===== config.mk =====
export PLATFORM = sky130hd
export DESIGN_NAME = nic_cmd_ctrl
export DESIGN_NICKNAME = d
export VERILOG_FILES = /design/src/rtl/nic_cmd_pkg.sv /design/src/rtl/nic_run_fsm.sv /design/src/rtl/nic_txp_ctl.sv /design/src/rtl/nic_field_regs.sv /design/src/rtl/nic_cmd_ctrl.sv
export SDC_FILE = /design/constraint.sdc
export NUM_CORES = 1
export LEC_CHECK = 0
export BUFFER_PORTS_ARGS = -buffer_cell sky130_fd_sc_hd__buf_2
export CAP_MARGIN = 20
export CORE_MARGIN = 2
export CORE_UTILIZATION = 35
export DETAILED_ROUTE_END_ITERATION = 6
export PLACE_DENSITY = 0.67
export SYNTH_ARGS = -nofsm -noshare
export SYNTH_HDL_FRONTEND = slang
export SYNTH_SLANG_ARGS = --single-unit

===== constraint.sdc =====
create_clock -name clk -period 3.1 [get_ports clk]
set_clock_uncertainty 0.1 [all_clocks]
set_input_delay 0.62 -clock clk [delete_from_list [all_inputs] [get_ports clk]]
set_output_delay 0.62 -clock clk [all_outputs]
set_load 0.01 [all_outputs]

===== src/rtl/nic_cmd_pkg.sv =====
package nic_cmd_pkg;

    localparam int WORD_W = 8;
    localparam int DMA_W  = 3;
    localparam int PAGE_W = 2;

    localparam logic [DMA_W-1:0] DMA_NONE  = 3'b000;
    localparam logic [DMA_W-1:0] DMA_RD    = 3'b001;
    localparam logic [DMA_W-1:0] DMA_WR    = 3'b010;
    localparam logic [DMA_W-1:0] DMA_ABORT = 3'b100;

    typedef enum logic [1:0] {
        ST_STOPPED  = 2'd0,
        ST_RUNNING  = 2'd1,
        ST_DRAINING = 2'd2
    } run_state_e;

    typedef enum logic {
        TX_IDLE = 1'b0,
        TX_PEND = 1'b1
    } tx_state_e;

    typedef struct packed {
        logic [PAGE_W-1:0] page;
        logic [DMA_W-1:0]  dma;
        logic              txp;
        logic              sta;
        logic              stp;
    } cmd_word_t;

endpackage


===== src/rtl/nic_run_fsm.sv =====
module nic_run_fsm
    import nic_cmd_pkg::*;
(
    input  logic       clk,
    input  logic       rst_n,
    input  logic       wr_en,
    input  logic       wr_stp,
    input  logic       wr_sta,
    input  logic       traffic_busy,
    output run_state_e state,
    output logic       sta_seen,
    output logic       reset_done
);

    run_state_e state_nx;

    always_comb begin
        state_nx = state;
        unique case (state)
            ST_STOPPED: begin
                if (wr_en && !wr_stp && wr_sta)
                    state_nx = ST_RUNNING;
            end
            ST_RUNNING: begin
                if (wr_en && wr_stp)
                    state_nx = traffic_busy ? ST_DRAINING : ST_STOPPED;
            end
            ST_DRAINING: begin
                if (!traffic_busy)
                    state_nx = ST_STOPPED;
            end
            default: state_nx = ST_STOPPED;
        endcase
    end

    always_ff @(posedge clk or negedge rst_n) begin
        if (!rst_n)
            state <= ST_STOPPED;
        else
            state <= state_nx;
    end

    always_ff @(posedge clk or negedge rst_n) begin
        if (!rst_n) begin
            sta_seen   <= 1'b0;
            reset_done <= 1'b1;
        end else begin
            if (state == ST_STOPPED && state_nx == ST_RUNNING) begin
                sta_seen   <= 1'b1;
                reset_done <= 1'b0;
            end else if (state != ST_STOPPED && state_nx == ST_STOPPED) begin
                reset_done <= 1'b1;
            end
        end
    end

endmodule


===== src/rtl/nic_txp_ctl.sv =====
module nic_txp_ctl
    import nic_cmd_pkg::*;
(
    input  logic clk,
    input  logic rst_n,
    input  logic set_req,
    input  logic tx_done,
    output logic txp,
    output logic tx_start
);

    tx_state_e state, state_nx;

    always_comb begin
        state_nx = state;
        unique case (state)
            TX_IDLE: if (set_req) state_nx = TX_PEND;
            TX_PEND: if (tx_done) state_nx = TX_IDLE;
            default: state_nx = TX_IDLE;
        endcase
    end

    always_ff @(posedge clk or negedge rst_n) begin
        if (!rst_n)
            state <= TX_IDLE;
        else
            state <= state_nx;
    end

    always_ff @(posedge clk or negedge rst_n) begin
        if (!rst_n)
            tx_start <= 1'b0;
        else
            tx_start <= (state == TX_IDLE) && set_req;
    end

    assign txp = (state == TX_PEND);

endmodule


===== src/rtl/nic_field_regs.sv =====
module nic_field_regs
    import nic_cmd_pkg::*;
#(
    parameter int DW = DMA_W,
    parameter int PW = PAGE_W
) (
    input  logic          clk,
    input  logic          rst_n,
    input  logic          wr_en,
    input  logic [DW-1:0] wr_dma,
    input  logic [PW-1:0] wr_page,
    output logic [DW-1:0] dma_q,
    output logic [PW-1:0] page_q
);

    logic swap_rw;
    logic dma_ok;

    always_comb begin
        swap_rw = ((dma_q == DMA_RD) && (wr_dma == DMA_WR)) ||
                  ((dma_q == DMA_WR) && (wr_dma == DMA_RD));
        dma_ok  = (wr_dma != DMA_NONE) && !swap_rw;
    end

    always_ff @(posedge clk or negedge rst_n) begin
        if (!rst_n) begin
            dma_q  <= DMA_ABORT;
            page_q <= '0;
        end else if (wr_en) begin
            page_q <= wr_page;
            if (dma_ok)
                dma_q <= wr_dma;
        end
    end

endmodule


===== src/rtl/nic_cmd_ctrl.sv =====
module nic_cmd_ctrl
    import nic_cmd_pkg::*;
(
    input  logic              clk,
    input  logic              rst_n,
    input  logic              wr_en,
    input  logic [WORD_W-1:0] wr_data,
    output logic [WORD_W-1:0] rd_data,
    input  logic              tx_busy,
    input  logic              rx_busy,
    input  logic              tx_done,
    output logic              tx_start,
    output logic [DMA_W-1:0]  dma_cmd,
    output logic [PAGE_W-1:0] page_sel,
    output logic              reset_done
);

    cmd_word_t  wr_word;
    cmd_word_t  rd_word;
    run_state_e run_state;
    logic       sta_seen;
    logic       txp;
    logic       txp_req;

    assign wr_word = cmd_word_t'(wr_data);

    nic_run_fsm u_run (
        .clk          (clk),
        .rst_n        (rst_n),
        .wr_en        (wr_en),
        .wr_stp       (wr_word.stp),
        .wr_sta       (wr_word.sta),
        .traffic_busy (tx_busy | rx_busy),
        .state        (run_state),
        .sta_seen     (sta_seen),
        .reset_done   (reset_done)
    );

    assign txp_req = wr_en && wr_word.txp && !wr_word.stp && (run_state == ST_RUNNING);

    nic_txp_ctl u_txp (
        .clk      (clk),
        .rst_n    (rst_n),
        .set_req  (txp_req),
        .tx_done  (tx_done),
        .txp      (txp),
        .tx_start (tx_start)
    );

    nic_field_regs #(
        .DW (DMA_W),
        .PW (PAGE_W)
    ) u_fields (
        .clk     (clk),
        .rst_n   (rst_n),
        .wr_en   (wr_en),
        .wr_dma  (wr_word.dma),
        .wr_page (wr_word.page),
        .dma_q   (dma_cmd),
        .page_q  (page_sel)
    );

    always_comb begin
        rd_word.page = page_sel;
        rd_word.dma  = dma_cmd;
        rd_word.txp  = txp;
        rd_word.sta  = sta_seen;
        rd_word.stp  = (run_state != ST_RUNNING);
    end

    assign rd_data = rd_word;

endmodule


==> summary by stage, run 1 <==
Timing
Adding up every negative setup slack in the final design gives 0 ps. Final hold analysis gives a worst-case slack of 114 ps. The max-slew violation count is 0. Headroom to the max-slew limit came out at 0.817. The number of failing setup endpoints in the final timing report is 0.

Setup repair after global routing left no endpoint under its margin. Dividing the final minimum period by the clock period gives 0.555. The number of hold violations in the final report is 0. The worst path meets setup with 1380 ps of slack. The maximum clock frequency is 582 MHz. The clock period minus worst slack is 1720 ps. The pin slew with the least headroom to its limit is 271 ps.

Floorplan
The starting density of the core is 0.380. Row generation in the floorplan step produced 14 rows. The chip height is 44.7 um. 29 I/O pins were placed.

The core area is 1520 um2. The die is 44.7 um wide. The floorplan step defined a die boundary enclosing 2000 um2.

Final layout
The top cell types in the final layout, fill and taps aside, are sky130_fd_sc_hd__buf_2, sky130_fd_sc_hd__dfrtp_1, sky130_fd_sc_hd__inv_1, sky130_fd_sc_hd__nand2_1. The diode insertion count for antenna repair is 0. The net count of the finished layout is 93. Compared with the post-synthesis result, the final layout area differs by 22.0%. The finished layout cell area is 707 um2.

Leaving out fill and tap cells, the most frequent cell in the layout is sky130_fd_sc_hd__buf_2. The post-layout instance count excluding filler cells is 94. For this run, the share of the core covered by cells in the final layout is 0.464. The proportion of layout cells with a drive suffix above 1 is 0.500.

GRT
The total overflow left after global routing is 0. The number of global-route vias before repair is 441. The global-route wire length before repair is 1.73 mm. Across every metal layer, demand over resource in global routing totals 0.121. The number of antenna violations at the first check in global routing is 0. The pin count of the biggest net entering global routing is 12.

Pwr
The worst-case IR drop observed on VDD is 0.244 mV. The internal portion of the total power is 266 uW. Of the total power, the share spent switching nets is 0.294. Of the total power, registers draw 0.504. In this run the power spent charging and discharging nets is 111 uW. Dividing total power by cell area gives a power density of 533 nW/um2. The power after layout is 377 uW.

The clock share of power is 0.243. The share of total power dissipated in combinational logic is 0.253. The leakage power is 0.377 nW.

Setup path
The critical path depth is 1. On the critical path the largest part of the delay comes from flip-flops. In this run the register-to-register setup slack is 1750 ps. The combined buffer and inverter count along the critical path is 1. Walking the worst path, the cells encountered are buf_2.

For this run, the slowest stage of the critical path takes 590 ps. Counting cells, the worst reg-to-reg path comes to 3. Data on the critical path arrives at its endpoint at 1000 ps. At the worst endpoint, the required time is 2380 ps.

The capturing point of the worst reg2reg path is u_fields.dma_q[0]. The type of origin of the critical path is a register. The startpoint-to-endpoint class of the critical path is reg2out. The critical path endpoint category is an output port.

The slowest stage of the critical path belongs to the cell sky130_fd_sc_hd__dfstp_2. Along the worst path, the maximum fanout reaches 5. The startpoint identified for the worst register-to-register timing path is u_fields.dma_q[2].

Clock network
The clock sink count is 11. TritonCTS built the clock tree. CTS built an H-tree with a depth of 1.

The total of cells resized after clock tree synthesis is 0. The worst-skew pair later-pin latency is 260 ps. The clock passes through at most 2 buffers. The clock transition at the registers of the reported paths is 70 ps.

Hold repair after CTS inserted 0 buffers. Clock tree synthesis inserted a total of 3 buffers. Buffers added to address setup during post-CTS repair amount to 0. In this run the clock root is driven by a sky130_fd_sc_hd__clkbuf_4.

Placed design
Routability-driven placement finished with a final weighted congestion of 0.891. The quantity of I/O buffers inserted on ports is 28. Summing all placed instances gives a cell area of 679 um2. OpenSTA, run right after detailed placement, puts the worst setup slack at 1510 ps. The detailed-placement wirelength estimate is 777 um. Counting tap cells, the placed design contains a total of 90 instances.

Routing
The routed layout has 467 vias. The detailed-route DRC error count is 0. After detailed routing, the total wire length is 991 um. After detailed routing, the average wire length per cell comes to 10.5 um. The first-pass iteration count of the detailed router is 4. The number of routed nets with antenna violations is 0. The average vias per placed instance is 4.97. The number of DRC violations after detailed-routing iteration 0 is 8.

Synth
The dominant register cell in the synthesized netlist is sky130_fd_sc_hd__dfrtp_1. The proportion of synthesized chip area in sequential cells is 0.479. The number of distinct library cells after synthesis is 24. The post-synthesis cell type with the largest combined area is sky130_fd_sc_hd__dfrtp_1.

Synthesis produced 54 cells. The number of synthesized flops with an enable pin is 0. Of the post-synthesis cell area, the dominant cell type holds 0.389. The yosys synthesis warning count is 0. The count of state elements after synthesis is 11.

A synthesized cell averages 10.7 um2. Sorting the synthesized cells by area gives the leading types as sky130_fd_sc_hd__dfrtp_1, sky130_fd_sc_hd__buf_4, sky130_fd_sc_hd__dfstp_2. The net count after synthesis is 68. In this run the cell area of the synthesized design comes to 579 um2. Of all flip-flops after synthesis, the portion carrying an async set or reset was 1.00.

Flow run
The count of max-cap constraint violations is 0.

Worst hold path
The path class of the tightest hold or removal check is in2async.

Run status
The flow ran to the end, and the final reports show no timing, DRC or antenna violations.
## worst register-to-register path, cell delays in order, from the launching register on
cell	delay, ps
sky130_fd_sc_hd__dfstp_2	590
sky130_fd_sc_hd__nor4b_4	70
sky130_fd_sc_hd__o211a_1	220
sky130_fd_sc_hd__a211o_1	250
## cell families after synthesis
logic type      Yosys count  share of synthesized area
simple gates             18                      0.222
flops                    11                      0.479
compound gates           11                      0.130
buf+inv                  12                      0.130
mux                       2                     0.0389
## final cells by class
| class | count | area [um2] |
|---|---|---|
| inverters | 4 | 15.0 |
| repair buffers | 28 | 140 |
| clock inverters | 1 | 5.00 |
| fillers | 147 | 817 |
| clock buffers | 3 | 22.5 |
| well taps | 16 | 20.0 |
| flip-flops and latches | 11 | 278 |
| multi-input cells | 31 | 226 |
## synthesized netlist by cell type, types with 2 or more instances
cell                       n
sky130_fd_sc_hd__dfrtp_1   9
sky130_fd_sc_hd__a21oi_1   3
sky130_fd_sc_hd__inv_1     4
sky130_fd_sc_hd__nor2_1    3
sky130_fd_sc_hd__nand2_1   4
sky130_fd_sc_hd__buf_4     8
sky130_fd_sc_hd__nand2b_1  3
sky130_fd_sc_hd__dfstp_2   2
sky130_fd_sc_hd__o21ai_0   2
sky130_fd_sc_hd__mux2_2    2
## sequential cells by signal, summed over array words and instances (netlist names)
register / cells
u_run.sta_seen: 1
u_fields.dma_q: 3
u_fields.page_q: 2
u_run.reset_done: 1
u_txp.txp: 1
u_run.state: 2
u_txp.tx_start: 1
## how the worst max path moves through the flow
| stage | startpoint | to | slack [ps] |
|---|---|---|---|
| floorplan | wr_en | u_txp.txp | 1640 |
| global placement | wr_data[4] | u_fields.dma_q[0] | 1510 |
| detailed placement | wr_data[4] | u_fields.dma_q[0] | 1510 |
| CTS | u_fields.dma_q[2] | rd_data[5] | 1360 |
| global route | u_run.state[1] | rd_data[0] | 1320 |
| finish | u_fields.dma_q[2] | rd_data[5] | 1380 |
## power by group through the flow
stage | Clock [mW] | Combinational, mW | Sequential [mW]
after CTS | 0.0984 | 0.0969 | 0.191
final | 0.0917 | 0.0952 | 0.190
after floorplan | 0 | 0.0584 | 0.198
after global placement | 0 | 0.0955 | 0.192
after global routing | 0.106 | 0.106 | 0.194
after detailed placement | 0 | 0.0961 | 0.193
## routing by layer
layer  vias up  routed length, um  global-route usage
met5         -                  0                   0
met4         0                  8              0.0727
met3         2                 93              0.0245
met2        24                450               0.183
met1       212                439               0.159
li1        229                  -                   -
Note: power is estimated with default switching activity, not from simulation.
==> inputs of run 2 (changes only) <==
clock period = 1.7 ns   (was 3.1 ns; I/O delays follow)
==> run 2 against run 1 <==
First-iteration DRC count is 13% lower. Largest cell class unchanged. Routed wire length up 3.6%. Non-clock buffer count is 1 higher. Die area unchanged. Clock power rose by 86%. Combinational power increased by 85%. Via count down 1.7%. Worst setup slack got worse by 1100 ps. Critical path type unchanged.
==> summary by stage, run 2 (same netlist as run 1, synthesis figures left out) <==
Run status
The run finished with clean final reports.

Timing
The max-slew violation count is 0 (unchanged). The clock period minus worst slack is 1460 ps. The worst max-slew margin expressed relative to the limit is 0.801 (-0.0164). The setup TNS after final layout was 0 ps (unchanged). Setup repair after global routing left no endpoint under its margin. The post-layout worst setup margin is 239 ps (-1140 ps). The number of hold violations in the final report came to 0 (unchanged). The pin slew with the least headroom to its limit is 296 ps (+24.3 ps). Of the available clock period, the critical path in the final layout requires 0.859.

The number of failing setup endpoints in the final timing report came to 0 (unchanged). The worst hold margin is 200 ps (+86.8 ps). Timing would allow up to 684 MHz.

GRT
The global-route wire length before repair is 1.61 mm (-7.2%). The pin count of the biggest net entering global routing is 12 (unchanged). The overflow left after global routing was 0 (unchanged). The number of antenna violations at the first check in global routing came to 0 (unchanged). The number of global-route vias before repair is 408 (-7.5%).

The total routing usage reported by global routing is 0.113 (-0.00781).

Pwr
The power after layout is 694 uW (+84%). The power per cell area is 968 nW/um2 (+81%). The internal power is 487 uW (+83%). The clock share of power is 0.246 (+0.003). The worst ir drop on vdd is 0.529 mV (+120%). The sequential cell fraction of total power is 0.500 (-0.004). The fraction of power spent switching nets is 0.298 (+0.00431). The fraction of power consumed by combinational cells is 0.254 (about the same).

The net switching component of the power is 207 uW (+87%). The leakage power is 0.381 nW (+1.1%).

Placed design
The number of placed instances with taps included is 90 (unchanged). The routability-driven placement congestion ratio came to 0.861 (-3.3%). The quantity of I/O buffers inserted on ports is 28 (unchanged).

The instance area at placement is 679 um2 (unchanged). The worst slack at placement is 360 ps (-1150 ps). The detailed-placement wirelength estimate is 819 um (+5.5%).

Final layout
More flip-flops sit in one register than any other, and that register is u_fields.dma_q. The utilization after layout is 0.470 (+0.00657). The area growth from synthesis to final layout is 23.8%. The net count of the finished layout is 94 (+1.1%). The library cells used most frequently in the layout, excluding fill and tap cells, are sky130_fd_sc_hd__buf_2, sky130_fd_sc_hd__dfrtp_1, sky130_fd_sc_hd__inv_1, sky130_fd_sc_hd__nand2_1. The area taken by multi-input logic gates is 226 um2 (unchanged). The number of inserted filler cells in the final layout is 148 (+0.68%). The flip-flop and latch area came to 278 um2 (unchanged). In the final layout, the registers with the most flip-flops are u_fields.dma_q x3, u_fields.page_q x2, u_run.state x2.

Leaving out fill and tap cells, the most frequent cell in the layout is sky130_fd_sc_hd__buf_2. The finished layout cell area is 717 um2 (+1.4%). The diode insertion count for antenna repair is 0 (unchanged). The flip-flop count of the largest register after layout is 3 (unchanged). The post-layout instance count excluding filler cells is 95 (+1.1%).

The proportion of layout cells with a drive suffix above 1 is 0.494 (-0.00633).

Clock network
The clock tree from TritonCTS is done. The H-tree level count is 1 (unchanged). The worst-skew pair later-pin latency is 260 ps (about the same). The number of buffers inserted by hold repair at cts is 1 (+1). The clock root buffer is sky130_fd_sc_hd__clkbuf_4.

The clock transition at the registers of the reported paths is 70 ps (about the same). The deepest clock path buffer count came to 2 (unchanged). The number of buffers inserted during clock tree synthesis is 3 (unchanged). The clock sink count was 11 (unchanged).

The number of buffers inserted to repair setup after CTS is 0 (unchanged). The total of cells resized after clock tree synthesis is 0 (unchanged).

Routing
The number of DRC violations after detailed-routing iteration 0 is 7 (-1). The number of routed nets with antenna violations is 0 (unchanged). The first-pass iteration count of the detailed router came to 4 (unchanged). The aggregate routed wire length is 1.03 mm (+3.6%). The wire length per cell after detailed routing was 10.8 um (+2.5%). The via count is 459 (-1.7%). The detailed-route DRC error count is 0 (unchanged).

The average vias per placed instance is 4.83 (-2.7%).

Setup path
The kind of cell with the highest combined delay along the critical path is flip-flops. STA classifies the critical path startpoint as a register. The combined buffer and inverter count along the critical path was 1 (unchanged).

The data arrival time of the critical path came to 1020 ps (+20 ps). The worst setup path is captured at an output port. The slowest stage of the critical path is the sky130_fd_sc_hd__dfrtp_1 cell. The data required time of the worst path is 1260 ps (-1120 ps). The signal on the critical path passes through nand2b_1 -> buf_2. The internal reg-to-reg setup slack is 350 ps (-1400 ps). The startpoint-to-endpoint class of the critical path is reg2out. The worst-path maximum fanout came to 5 (unchanged). The largest stage delay on the critical path is 410 ps (-180 ps).

Floorplan
The total I/O pin count came to 29 (unchanged). The chip height is 44.7 um (unchanged). The die outline area came to 2000 um2 (unchanged). The number of placement rows is 14 (unchanged). The core area is 1520 um2 (unchanged). The width of the die is 44.7 um (unchanged). The starting density of the core is 0.380 (unchanged).

Flow run
The count of max-cap constraint violations came to 0 (unchanged).

Worst hold path
The path class of the lowest-slack min-delay path is in2reg.
[run 2: worst paths after layout]
path,start,endpoint,depth (start not counted)
setup / recovery,u_run.state[1],rd_data[0],2
hold / removal,wr_data[6],u_fields.page_q[0],2
setup reg to reg,u_fields.dma_q[2],u_fields.dma_q[0],3
hold reg to reg,u_run.sta_seen,u_run.sta_seen,1
max in group asynchronous,rst_n,u_run.reset_done,2
min in group asynchronous,rst_n,u_run.state[0],2
[run 2: power groups by stage]
stage / clock network [mW] / registers, mW / logic (mW)
after floorplan: 0 / 0.362 / 0.107
after global placement: 0 / 0.350 / 0.175
after detailed placement: 0 / 0.354 / 0.175
after CTS: 0.180 / 0.348 / 0.179
after global routing: 0.195 / 0.354 / 0.192
final: 0.171 / 0.347 / 0.176
[run 2: final cells by class]
class	count	share of cell area
repair buffers	29	0.209
clock inverters	1	0.00698
flip-flops and latches	11	0.387
inverters	4	0.0209
clock buffers	3	0.0314
well taps	16	0.0279
multi-input cells	31	0.316
[run 2: worst reg2reg max path, stage by stage (launching register included)]
cell,delay [ps]
sky130_fd_sc_hd__dfstp_2,590
sky130_fd_sc_hd__nor4b_4,70
sky130_fd_sc_hd__o211a_1,220
sky130_fd_sc_hd__a211o_1,260
[run 2: per-layer routing]
metal / global-route usage / wire length [um] / vias to the layer above
met4: 0.0909 / 11 / 0
met2: 0.177 / 469 / 22
li1: - / - / 229
met5: 0 / 0 / -
met1: 0.137 / 465 / 206
met3: 0.0163 / 81 / 2
==> inputs of run 3 (changes only) <==
CORE_MARGIN = 1.5   (was 2)
CORE_UTILIZATION = 43   (was 35)
PLACE_DENSITY = 0.79   (was 0.67)
==> run 3 against run 2 <==
Critical path depth unchanged. Sequential share of layout area up 0.14 points. Register-to-register slack about the same. Largest cell class unchanged. Worst setup slack better by 12 ps. Power about the same. Sequential power about the same. Critical endpoint unchanged. Die area down 21%. Highest routed layer unchanged.
==> summary by stage, run 3 (same netlist as run 1, synthesis figures left out) <==
Run status
The run finished with clean final reports.

Clock network
The H-tree level count was 1 (unchanged). The clock sink count is 11 (unchanged). The total of cells resized after clock tree synthesis is 0 (unchanged). The clock tree from TritonCTS is done. The deepest clock path buffer count was 2 (unchanged). The worst-skew pair later-pin latency is 260 ps (about the same). The number of buffers inserted during clock tree synthesis is 3 (unchanged). The clock root buffer is sky130_fd_sc_hd__clkbuf_4. The clock transition at the registers of the reported paths is 70 ps (about the same).

Timing
The pin slew with the least headroom to its limit was 266 ps (-29.8 ps). The number of hold violations in the final report came to 0 (unchanged). The worst max-slew margin expressed relative to the limit is 0.821 (+0.0200).

The clock period minus worst slack is 1450 ps (-11.9 ps). The portion of the clock cycle consumed by the worst path in the final layout is 0.852 (-0.00701). Setup repair after global routing left no endpoint under its margin. The setup TNS after final layout is 0 ps (unchanged). The number of failing setup endpoints in the final timing report is 0 (unchanged). The maximum clock frequency is 690 MHz (+0.82%).

The max-slew violation count is 0 (unchanged).

Routing
The number of DRC violations after detailed-routing iteration 0 is 11 (+4). The via count is 488 (+6.3%). The number of routed nets with antenna violations is 0 (unchanged).

The first-pass iteration count of the detailed router came to 4 (unchanged). The aggregate routed wire length was 1.10 mm (+7.2%). The detailed-route DRC error count is 0 (unchanged). The average vias per placed instance was 5.19 (+7.4%). The wire length per cell after detailed routing is 11.7 um (+8.3%).

Final layout
From synthesis to final layout, the design area changed by 23.3%. The number of inserted filler cells in the final layout is 126 (-15%). The most common cell after layout, fill and taps aside is sky130_fd_sc_hd__buf_2. The register containing the most flip-flops in the final layout is u_fields.dma_q. In the layout the commonest cells are sky130_fd_sc_hd__buf_2, sky130_fd_sc_hd__dfrtp_1, sky130_fd_sc_hd__inv_1, sky130_fd_sc_hd__nand2_1. The net count of the finished layout is 94 (unchanged).

The flip-flop count of the largest register after layout came to 3 (unchanged). The diode insertion count for antenna repair is 0 (unchanged). In the final layout, the registers with the most flip-flops are u_fields.dma_q x3, u_fields.page_q x2, u_run.state x2. The proportion of layout cells with a drive suffix above 1 came to 0.481 (-0.0127).

Setup path
The largest stage delay on the critical path is 420 ps (about the same). The worst setup path is captured at an output port. The worst-path maximum fanout is 5 (unchanged). For this design, the slowest cell found on the critical path is sky130_fd_sc_hd__dfrtp_1. The critical path is of the reg2out type. The critical path goes through nand2b_1 -> buf_2. The data arrival time of the critical path is 1010 ps (about the same).

The data required time of the worst path is 1260 ps (about the same). STA classifies the critical path startpoint as a register.

Floorplan
The total I/O pin count came to 29 (unchanged). The chip height was 39.7 um (-11%). The width of the die came to 39.7 um (-11%).

The number of placement rows is 13 (-1). The die outline area is 1580 um2 (-21%). The core area is 1280 um2 (-16%). The starting density of the core was 0.451 (+0.0707).

GRT
The number of antenna violations at the first check in global routing is 0 (unchanged). The overflow left after global routing came to 0 (unchanged). The pin count of the biggest net entering global routing is 12 (unchanged).

The total routing usage reported by global routing came to 0.166 (+0.0524). The number of global-route vias before repair is 409 (+0.25%). The global-route wire length before repair is 1.68 mm (+4.3%).

Placed design
The quantity of I/O buffers inserted on ports is 28 (unchanged). The detailed-placement wirelength estimate was 854 um (+4.2%). The routability-driven placement congestion ratio is 0.664 (-23%).

Flow run
The count of max-cap constraint violations is 0 (unchanged).

Pwr
The power after layout is 694 uW (about the same). The worst ir drop on vdd was 0.610 mV (+15%). The leakage power is 0.378 nW (-0.72%). The power per cell area was 971 nW/um2 (+0.35%).

Worst hold path
The min-delay analysis places its worst path in the category in2reg.
run 3: cell count changes in the layout (fill, tap and decap cells not counted):
cell / change
sky130_fd_sc_hd__clkbuf_1: +1
sky130_fd_sc_hd__clkinv_2: -1
run 3: report_power, final:
part	internal (mW)	total (mW)	switching, mW	leakage, nW
combinational	0.0894	0.178	0.0883	0.232
sequential	0.311	0.347	0.0362	0.132
clock	0.0905	0.169	0.0786	0.0150
total	0.491	0.694	0.203	0.378
run 3: metrics by stage:
stage	area, um2	utilization	setup WS [ps]	hold slack, ps	std cells
5_1_grt	714	0.556	210	218	94
2_1_floorplan	579	-	358	-55.6	54
4_1_cts	714	0.556	255	209	94
6_report	714	0.556	251	214	94
3_3_place_gp	678	0.528	383	119	89
3_5_place_dp	678	0.528	361	118	89
run 3: critical path: cells and delay by family (launching register included):
family | cells | cell delay, ps
buffers and inverters | 1 | 150
DFF | 1 | 420
and+or+nand+nor | 1 | 180
run 3: cell type report:
cell class,instances,area (um2),share of cell area
inverter,4,15.0,0.0210
timing repair buffer,29,150,0.210
clock buffer,4,26.3,0.0368
multi-input combinational,31,226,0.317
tap,15,18.8,0.0263
sequential,11,278,0.389
run 3: timing repair:
action / CTS / global route
buffers inserted: 0 / 0
endpoints found under the setup margin: 0 / 0
endpoints found under the hold margin: 9 / 0
hold buffers: 1 / 0
run 3: path summary, 6_finish.rpt:
check,slack [ps],depth (start not counted),startpoint,endpoint
min,210,2,wr_data[6],u_fields.page_q[0]
max in group asynchronous,870,2,rst_n,u_run.reset_done
min reg2reg,360,1,u_run.sta_seen,u_run.sta_seen
max,250,2,u_run.state[1],rd_data[0]
min in group asynchronous,370,2,rst_n,u_run.state[1]
max reg2reg,350,3,u_fields.dma_q[2],u_fields.dma_q[0]
run 3: layer usage:
layer | vias up | GRT usage | part of all wire
met5 | - | 0 | 0
met1 | 227 | 0.208 | 0.43
met4 | 0 | 0.0776 | 0.011
met2 | 27 | 0.254 | 0.49
met3 | 2 | 0.0511 | 0.066
li1 | 232 | - | -
